File: src/rtl/boot_ovl_pkg.sv
package boot_ovl_pkg;

  localparam int unsigned DEF_PAGE_BITS = 8;
  localparam int unsigned DEF_DATA_W    = 8;
  localparam int unsigned DEF_IMG_W     = (1 << DEF_PAGE_BITS) * DEF_DATA_W;

  typedef enum logic {
    ROUTE_CART = 1'b0,
    ROUTE_BOOT = 1'b1
  } route_e;

  // Filler pattern for the default image; the bench restates it its own way.
  function automatic logic [7:0] seed_byte(input int unsigned idx);
    logic [7:0] lin;
    lin = 8'((idx * 7) + 3);
    return lin ^ 8'h5A;
  endfunction

  function automatic logic [DEF_IMG_W-1:0] default_image();
    logic [DEF_IMG_W-1:0] img;
    img = '0;
    for (int unsigned i = 0; i < (1 << DEF_PAGE_BITS); i++) begin
      img[i*DEF_DATA_W +: DEF_DATA_W] = seed_byte(i);
    end
    return img;
  endfunction

  // True when the address lies in the lowest page of the map.
  function automatic logic in_low_page(input logic [15:0] addr,
                                       input int unsigned page_bits);
    return (addr >> page_bits) == 16'h0000;
  endfunction

endpackage

File: src/rtl/ovl_addr_decode.sv
module ovl_addr_decode
  import boot_ovl_pkg::*;
#(
  parameter int unsigned    ADDR_W       = 16,
  parameter int unsigned    PAGE_BITS    = 8,
  parameter logic [ADDR_W-1:0] DISABLE_ADDR = 16'hFF50
) (
  input  logic [ADDR_W-1:0] addr,
  input  logic              rd,
  input  logic              wr,
  input  logic              overlay_on,
  output logic              boot_hit,
  output logic              reg_wr_hit,
  output route_e            route,
  output logic              fwd_rd,
  output logic              fwd_wr
);

  localparam int unsigned HI_W = ADDR_W - PAGE_BITS;

  logic page_zero;

  assign page_zero  = (addr[ADDR_W-1:PAGE_BITS] == {HI_W{1'b0}});
  assign boot_hit   = page_zero && overlay_on;
  assign reg_wr_hit = wr && (addr == DISABLE_ADDR);
  assign route      = boot_hit ? ROUTE_BOOT : ROUTE_CART;
  assign fwd_rd     = rd && !boot_hit;
  assign fwd_wr     = wr && !reg_wr_hit;

endmodule

File: src/rtl/ovl_sticky_flag.sv
module ovl_sticky_flag (
  input  logic clk,
  input  logic rst_n,
  input  logic clear_req,
  output logic active
);

  always_ff @(posedge clk or negedge rst_n) begin
    if (!rst_n) begin
      active <= 1'b1;
    end else if (clear_req) begin
      active <= 1'b0;
    end
  end

endmodule

File: src/rtl/ovl_read_steer.sv
module ovl_read_steer
  import boot_ovl_pkg::*;
#(
  parameter int unsigned DATA_W    = 8,
  parameter int unsigned PAGE_BITS = 8,
  parameter logic [(2**PAGE_BITS)*DATA_W-1:0] BOOT_IMAGE = '0
) (
  input  route_e               route,
  input  logic [PAGE_BITS-1:0] page_idx,
  input  logic [DATA_W-1:0]    cart_rdata,
  output logic [DATA_W-1:0]    rdata
);

  localparam int unsigned PAGE_BYTES = 2 ** PAGE_BITS;

  logic [DATA_W-1:0] rom_bytes [PAGE_BYTES];

  for (genvar g = 0; g < PAGE_BYTES; g++) begin : g_rom
    assign rom_bytes[g] = BOOT_IMAGE[g*DATA_W +: DATA_W];
  end

  always_comb begin
    unique case (route)
      ROUTE_BOOT: rdata = rom_bytes[page_idx];
      default:    rdata = cart_rdata;
    endcase
  end

endmodule

File: src/rtl/boot_overlay_ctrl.sv
module boot_overlay_ctrl
  import boot_ovl_pkg::*;
#(
  parameter int unsigned ADDR_W    = 16,
  parameter int unsigned DATA_W    = 8,
  parameter int unsigned PAGE_BITS = 8,
  parameter logic [ADDR_W-1:0] DISABLE_ADDR = 16'hFF50,
  parameter logic [(2**PAGE_BITS)*DATA_W-1:0] BOOT_IMAGE = default_image()
) (
  input  logic              clk,
  input  logic              rst_n,
  input  logic [ADDR_W-1:0] cpu_addr,
  input  logic [DATA_W-1:0] cpu_wdata,
  input  logic              cpu_rd,
  input  logic              cpu_wr,
  output logic [DATA_W-1:0] cpu_rdata,
  output logic [ADDR_W-1:0] cart_addr,
  output logic [DATA_W-1:0] cart_wdata,
  output logic              cart_rd,
  output logic              cart_wr,
  input  logic [DATA_W-1:0] cart_rdata,
  output logic              overlay_active
);

  // Named internal events, visible to the bound checker.
  logic   boot_hit;
  logic   reg_wr_hit;
  route_e route;

  ovl_addr_decode #(
    .ADDR_W      (ADDR_W),
    .PAGE_BITS   (PAGE_BITS),
    .DISABLE_ADDR(DISABLE_ADDR)
  ) u_decode (
    .addr      (cpu_addr),
    .rd        (cpu_rd),
    .wr        (cpu_wr),
    .overlay_on(overlay_active),
    .boot_hit  (boot_hit),
    .reg_wr_hit(reg_wr_hit),
    .route     (route),
    .fwd_rd    (cart_rd),
    .fwd_wr    (cart_wr)
  );

  ovl_sticky_flag u_flag (
    .clk      (clk),
    .rst_n    (rst_n),
    .clear_req(reg_wr_hit),
    .active   (overlay_active)
  );

  ovl_read_steer #(
    .DATA_W    (DATA_W),
    .PAGE_BITS (PAGE_BITS),
    .BOOT_IMAGE(BOOT_IMAGE)
  ) u_steer (
    .route     (route),
    .page_idx  (cpu_addr[PAGE_BITS-1:0]),
    .cart_rdata(cart_rdata),
    .rdata     (cpu_rdata)
  );

  assign cart_addr  = cpu_addr;
  assign cart_wdata = cpu_wdata;

endmodule

File: config.mk
export PLATFORM = sky130hd
export DESIGN_NAME = boot_overlay_ctrl
export DESIGN_NICKNAME = d
export VERILOG_FILES = /design/src/rtl/boot_ovl_pkg.sv /design/src/rtl/ovl_addr_decode.sv /design/src/rtl/ovl_sticky_flag.sv /design/src/rtl/ovl_read_steer.sv /design/src/rtl/boot_overlay_ctrl.sv
export SDC_FILE = /design/constraint.sdc
export NUM_CORES = 1
export LEC_CHECK = 0
export BUFFER_PORTS_ARGS = -buffer_cell sky130_fd_sc_hd__clkbuf_2
export CORE_MARGIN = 2
export CORE_UTILIZATION = 25
export CTS_CLUSTER_SIZE = 10
export DETAILED_ROUTE_END_ITERATION = 12
export GPL_ROUTABILITY_DRIVEN = 0
export PLACE_DENSITY = 0.63
export SLEW_MARGIN = 0
export SYNTH_ARGS = -nofsm -noshare
export SYNTH_HDL_FRONTEND = slang
export SYNTH_SLANG_ARGS = --single-unit
File: constraint.sdc
create_clock -name clk -period 3.5 [get_ports clk]
set_clock_uncertainty 0.2 [all_clocks]
set_input_delay 0.35 -clock clk [delete_from_list [all_inputs] [get_ports clk]]
set_output_delay 0.35 -clock clk [all_outputs]
set_load 0.01 [all_outputs]
* Word level (Yosys, flattened, before mapping) *
Memory sizes are Yosys's and may differ from the RTL's.
Cells that the tools add are included.

word-level totals
  register bits after elaboration = 1
  bits in read-only memories = 2,048
  output and inout port bits = 35
  logic and storage cells = 16
  memories = 1

cells by class
  magnitude comparators = 1
  equality and inequality tests = 1
  multiplexer cells = 4
  bitwise operators = 1
  reduce and logical (&&, ||, !) cells = 7

memories
  memory           depth  bits a word  rd ports  clocked after memory_dff  wr ports  line                  RTL
  (no name shown)  256    8            1         0                         0         ovl_read_steer.sv:24  ROUTE_BOOT: rdata = rom_bytes[page_idx];

operators with widths
  cell                  count
  $mux 8                3
  $eq 16x16->1 const B  1
  $ge 9x9->1 const B    1
  $not 8->9             1
  $logic_not 8->1       1
  $logic_and 1x1->1     4
  $logic_not 1->1       2
  $mux 1                1

* Logic depth before layout (Yosys ltp) *
Gate-level depths: netlist (run 1).

  depth in word-level cells = 5
  depth in mapped cells = 7
  mapped depth without buffers = 7

* Cells and area by module *
A second synthesis (run 1) with hierarchy kept.

unflattened totals
  cell total of the unflattened synthesis = 131
  area, all modules = 929.6 um^2

modules (own cells, without submodules)
  module             times used  cells an instance  area each (um^2)  seq. area each (um^2)
  ovl_read_steer     1           92                 606.8             0.0
  boot_overlay_ctrl  1           24                 180.2             0.0
  ovl_addr_decode    1           13                 102.6             0.0
  ovl_sticky_flag    1           2                  40.0              26.3

* Least setup slack after synthesis (run 1) *
Ideal clock, no wire load.

  kind = input to output
  from = in cpu_addr[0]
  to = out cpu_rdata[6]
  data arrival time = 1.501 ns
  path slack = 1.449 ns
  cell stages on the path = 6
  path through = ha_1 > or3b_4 > o21ai_2 > a211oi_2 > a2111oi_4 > a21oi_2

on the way
  cells in the longest elaborated chain, start to end = 5

ends and longest elaborated chain
  element                                     line                     RTL
  start: declaration                          boot_overlay_ctrl.sv:12  input logic [ADDR_W-1:0] cpu_addr,
  $not 8->9 (implied by the code)             ovl_read_steer.sv:24
  $mem_v2 256x8                               --
  $mux 8 (implied by the code) (2 in series)  ovl_read_steer.sv:24
  $mux 8                                      ovl_read_steer.sv:23     unique case (route)
  end: declaration                            boot_overlay_ctrl.sv:16  output logic [DATA_W-1:0] cpu_rdata,

No other way between the ends. The select of a mux whose other input is x is not followed.

* Final worst setup path (run 1) *
  from = in cpu_addr[1]
  to = out cpu_rdata[6]

Same word-level chain as after synthesis.

==> impl_metrics.tcl, run 1 <==
set metrics [dict create \
    status "complete, no violations" \
    min_period_over_period_pct 70.3 \
    yosys.cell_types.count 44 \
    cts_setup_buffers 0 \
    start_kind "primary input" \
    max_cap_violations 0 \
    drc 0 \
    wl_per_cell_microns 11.3 \
    place_hpwl_microns 1900 \
    hold_path_class "in2async" \
    fin_ws_ns 1.04 \
    swShare_pct 52.6 \
    post_cts_hold_buffer_count 0 \
    ios 71 \
    p_seq_share_pct 9.6 \
    wl_microns 2350 \
    placed_cells 208 \
    stdcell_count 208 \
    antenna_found_initial 0 \
    syn2layout_area_growth_pct 9.61 \
    clkTransAtPathRegs_ns 0 \
    yosysSeqAreaShare_pct 2.73 \
    largest_register_ffs 1 \
    nets 204 \
    worstPathMaxFanout 9 \
    p_leak_uw 0.000531 \
    synth_flop_cell "dfstp_2" \
    finalSetupTns_ns 0 \
    hold_ws_ns 0.0842 \
    layout-drive-gt1-share_pct 40.6 \
    tightestPinTransition_ns 0.471 \
    grt_pass1_wl_microns 3780 \
    grt-ovfl-total 0 \
    internal_power_uw 58.4 \
    critPathLaunch "cpu_addr[1]" \
    reg_top3 "u_flag.active: 1 flops" \
    drt_iter0_drc 6 \
    start_util_pct 26.1 \
    cp.arrival_ns 1.91 \
    place_worst_setup_slack_ns 1.02 \
    cp.required_ns 2.95 \
    num_rows 22 \
    worstReg2RegStart "u_flag.active$_DFFE_PN1P_" \
    ant_nets 0 \
    crit_type "in2out" \
    synthesis.area_sq_um 963 \
    postSynthAreaPerCell_sq_um 6.98 \
    synth-edff-count 0 \
    synth_cells 138 \
    die_h_microns 66.1 \
    vias_per_cell 4.67 \
    ir_drop_uv 29.4 \
    regMostFlops "u_flag.active" \
    syn_nets 180 \
    setup_viol 0 \
    power_frac_clock_pct 0 \
    first_pass_iters 4 \
    power.switching_uw 65.0 \
    clk_latency_ns 0 \
    num_vias 971 \
    die_w_microns 66.1 \
    max_freq_mhz 406 \
    grtUsageTotal_pct 10.3 \
    grt_max_degree 24 \
    synthArstFlopShare_pct 100 \
    slew-limit-headroom_pct 68.6 \
    endpoint_kind "output port" \
    slew_viol_final 0 \
    rsz0062_at_grt "no" \
    grt_pass1_vias 886 \
    hold_viol_final 0 \
    fin_crit_ns 2.46 \
    dieArea_sq_um 4370 \
    yosysWarnings 0 \
    core_region_area_sq_um 3690 \
    synth-seq-cells 1 \
    post_cts_resize_count 0 \
    final_area_sq_um 1060 \
    antenna_cells 0 \
    placed_area_sq_um 1060 \
    comb_power_share_pct 90.4 \
    power_density_nw_per_um2 117 \
    portBuffers 54 \
    n_fill_cell 430 \
]
[area by class of cell]
type                       count  area (sq um)  share of cell area [%]
inverter                       8          30.0                    2.84
multi-input combinational     97           669                    63.4
sequential                     1          26.3                    2.49
tap                           48          60.1                    5.69
timing repair buffer          54           270                    25.6
[Yosys cell counts, drive strengths merged, types with 2 or more instances]
cell type	instances	area [sq um]
a211o	2	17.5
a211oi	4	35.0
a21o	2	15.0
a21oi	15	78.8
buf	32	238
ha	6	75.1
inv	8	30.0
nand2	14	52.6
nand2b	4	25.0
nand3	2	10.0
nand4	3	25.0
nor2	7	26.3
nor2b	3	18.8
nor3	2	15.0
nor4	2	18.8
o211ai	4	35.0
o21ai	8	43.8
xor2	3	26.3
[stage by stage]
stage          utilization [%]  total power [uW]
6_report                  28.6               123
5_1_grt                   28.6               137
4_1_cts                   28.6               125
3_5_place_dp              28.6               124
3_3_place_gp              28.6               124
2_1_floorplan                -               105
[worst max-delay path, stage by stage]
cell and delay, ns:
clkbuf_2 0.17, ha_1 0.25, or3b_4 0.41, o21ai_2 0.07
a211oi_2 0.11, a2111oi_4 0.37, a21oi_2 0.05, clkbuf_2 0.13
[power groups by stage]
| stage | registers (uW) | clock network [uW] | logic, uW |
|---|---|---|---|
| floorplan | 11.8 | 0 | 93.3 |
| global placement | 11.8 | 0 | 112 |
| detailed placement | 11.8 | 0 | 112 |
| CTS | 11.8 | 0 | 113 |
| global route | 11.8 | 0 | 125 |
| finish | 11.8 | 0 | 112 |
[layout by cell type (no fill, tap or decap), drive strengths merged, types with 2 or more instances in the layout]
master / count
nor2b: 3
a211o: 2
inv: 8
xor2: 3
nand4: 3
nand2: 14
a211oi: 4
nor2: 7
o211ai: 4
o21ai: 8
a21oi: 15
clkbuf: 54
nor4: 2
nand3: 2
nand2b: 4
ha: 6
nor3: 2
a21o: 2
[cells by family after synthesis]
kind of cell    after synthesis  share of synthesized area [%]
xor+xnor                      3                           2.73
compound gates               44                           33.0
simple gates                 43                           24.8
buf+inv                      40                           27.8
flops                         1                           2.73
fa+ha+maj                     6                           7.79
mux                           1                           1.17
[layer usage]
layer  up-vias  part of all wire (%)  global-route usage (%)
met5         -                     0                       0
met2        12                    55                    21.6
li1        514                     -                       -
met4         0                     0                       0
met3         0                   2.9                   0.170
met1       445                    42                    12.0
[path summary, 6_finish.rpt]
check                                       endpoint  slack [ns]  depth (start not counted)
max reg2reg                u_flag.active$_DFFE_PN1P_        2.50                          1
max                                     cpu_rdata[6]        1.04                          8
min reg2reg                u_flag.active$_DFFE_PN1P_        0.30                          1
min in group clk           u_flag.active$_DFFE_PN1P_        0.30                          1
max in group asynchronous  u_flag.active$_DFFE_PN1P_        3.00                          1
min                        u_flag.active$_DFFE_PN1P_        0.08                          1
Note: power is estimated with default switching activity, not from simulation.
==> run 2: changes to the inputs <==
PLACE_DENSITY = 0.65   (was 0.63)
clock period = 2.1 ns   (was 3.5 ns; I/O delays follow)
==> run 2 against run 1 <==
Effect of this change:
- first-iteration DRC count grew to 3.7 times the previous value
- register-to-register slack got worse by 1.4 ns
- highest routed layer is now met4
- wire length rose by 2.6%
==> impl_metrics.tcl, run 2 (synthesis results as in run 1) <==
set metrics [dict create \
    status "complete, no violations" \
    power_frac_clock_pct 0 \
    cp.required_ns 1.69 \
    slew_viol_final 0 \
    num_vias 1034 \
    power.switching_uw 113 \
    regMostFlops "u_flag.active" \
    p_leak_uw 0.000562 \
    grt_pass1_wl_microns 3690 \
    worstPathMaxFanout 6 \
    wl_per_cell_microns 11.2 \
    wl_microns 2410 \
    antenna_cells 0 \
    fin_util_pct 31.1 \
    p_seq_share_pct 8.9 \
    multi_input_area_sq_um 697 \
    crit_type "in2out" \
    dieArea_sq_um 4370 \
    max_cap_violations 0 \
    die_w_microns 66.1 \
    worst_path_dominant_cell_family "compound AO/OA/AOI/OAI gates" \
    hold_path_class "in2reg" \
    fin_crit_ns 2.04 \
    largest_register_ffs 1 \
    cp_common_cell "clkbuf_2" \
    place_hpwl_microns 1970 \
    drc 0 \
    start_kind "primary input" \
    endpoint_kind "output port" \
    vias_per_cell 4.79 \
    power_density_nw_per_um2 193 \
    slew-limit-headroom_pct 75.2 \
    min_period_over_period_pct 97.0 \
    max_freq_mhz 491 \
    r2r_setup_slack_ns 1.11 \
    portBuffers 54 \
    cp_cell_sequence "clkbuf_2, ha_2, or3b_4, o21ai_2, a211oi_2, a2111oi_4, a21oi_2, clkbuf_2" \
    hold_ws_ns 0.177 \
    drt_iter0_drc 22 \
    swShare_pct 51.2 \
    reg_top3 "u_flag.active: 1 flops" \
    setup_viol 0 \
    stdcell_count 216 \
    layout-drive-gt1-share_pct 47.0 \
    grt_max_degree 22 \
    grtUsageTotal_pct 10.0 \
    cp_slowest_cell "or3b_4" \
    grt-ovfl-total 0 \
    comb_power_share_pct 91.1 \
    clk_latency_ns 0 \
    tightestPinTransition_ns 0.372 \
    clkTransAtPathRegs_ns 0 \
    nets 212 \
    first_pass_iters 4 \
    slowest_delay_ns 0.40 \
    internal_power_uw 108 \
    n_fill_cell 420 \
    cp.arrival_ns 1.63 \
    regArea_sq_um 26.3 \
    hold_viol_final 0 \
    crit_buf_inv 2 \
    placed_cells 215 \
    core_region_area_sq_um 3690 \
    ant_nets 0 \
    num_rows 22 \
    syn2layout_area_growth_pct 19.0 \
    grt_pass1_vias 854 \
    die_h_microns 66.1 \
    layout_commonest_cell "clkbuf_2" \
    start_util_pct 26.1 \
    ir_drop_uv 65.5 \
    cts_setup_buffers 0 \
    rsz0062_at_grt "yes" \
    total_power_uw 221 \
    ios 71 \
    layout_common_cells "clkbuf_2 (54), nand2_1 (14), a21oi_1 (13)" \
    antenna_found_initial 0 \
]
-- run 2: path summary, 6_finish.rpt --
kind                       cells past startpoint                         to                 startpoint
max                                            8               cpu_rdata[6]                cpu_addr[1]
min reg2reg                                    1  u_flag.active$_DFFE_PN1P_  u_flag.active$_DFFE_PN1P_
min                                            2  u_flag.active$_DFFE_PN1P_                     cpu_wr
min in group asynchronous                      2  u_flag.active$_DFFE_PN1P_                      rst_n
max reg2reg                                    1  u_flag.active$_DFFE_PN1P_  u_flag.active$_DFFE_PN1P_
max in group asynchronous                      2  u_flag.active$_DFFE_PN1P_                      rst_n
-- run 2: layer usage --
layer	global-route usage, %	vias up	routed length, microns
met1	13.1	472	1040
met3	0.511	2	98
met5	0	-	0
li1	-	532	-
met4	2.04	0	19
met2	18.0	28	1250
-- run 2: power by group through the flow --
| stage | clock [uW] | sequential [uW] | combinational, uW |
|---|---|---|---|
| 5_1_grt | 0 | 19.6 | 223 |
| 6_report | 0 | 19.6 | 201 |
| 2_1_floorplan | 0 | 19.6 | 156 |
| 4_1_cts | 0 | 19.6 | 197 |
| 3_3_place_gp | 0 | 19.6 | 194 |
| 3_5_place_dp | 0 | 19.6 | 194 |
-- run 2: through the flow --
stage               area, sq um  worst slack (ns)  TNS, ns
detailed placement         1110            0.0330        0
global placement           1110            0.0507        0
global route               1150           -0.0711  -0.0879
CTS                        1120            0.0278        0
finish                     1150            0.0631        0
floorplan                   963             0.329        0
-- run 2: what timing repair did --
item                                    4_1_cts  5_1_grt
hold buffers                                  1        0
endpoints found under the setup margin        0        4
hold endpoints to repair                      1        0
resized for setup                             0        8
-- run 2: layout make-up --
type	instances	share of cell area, %
inverter	8	2.62
multi-input combinational	97	60.8
sequential	1	2.29
tap	48	5.24
timing repair buffer	62	29.0
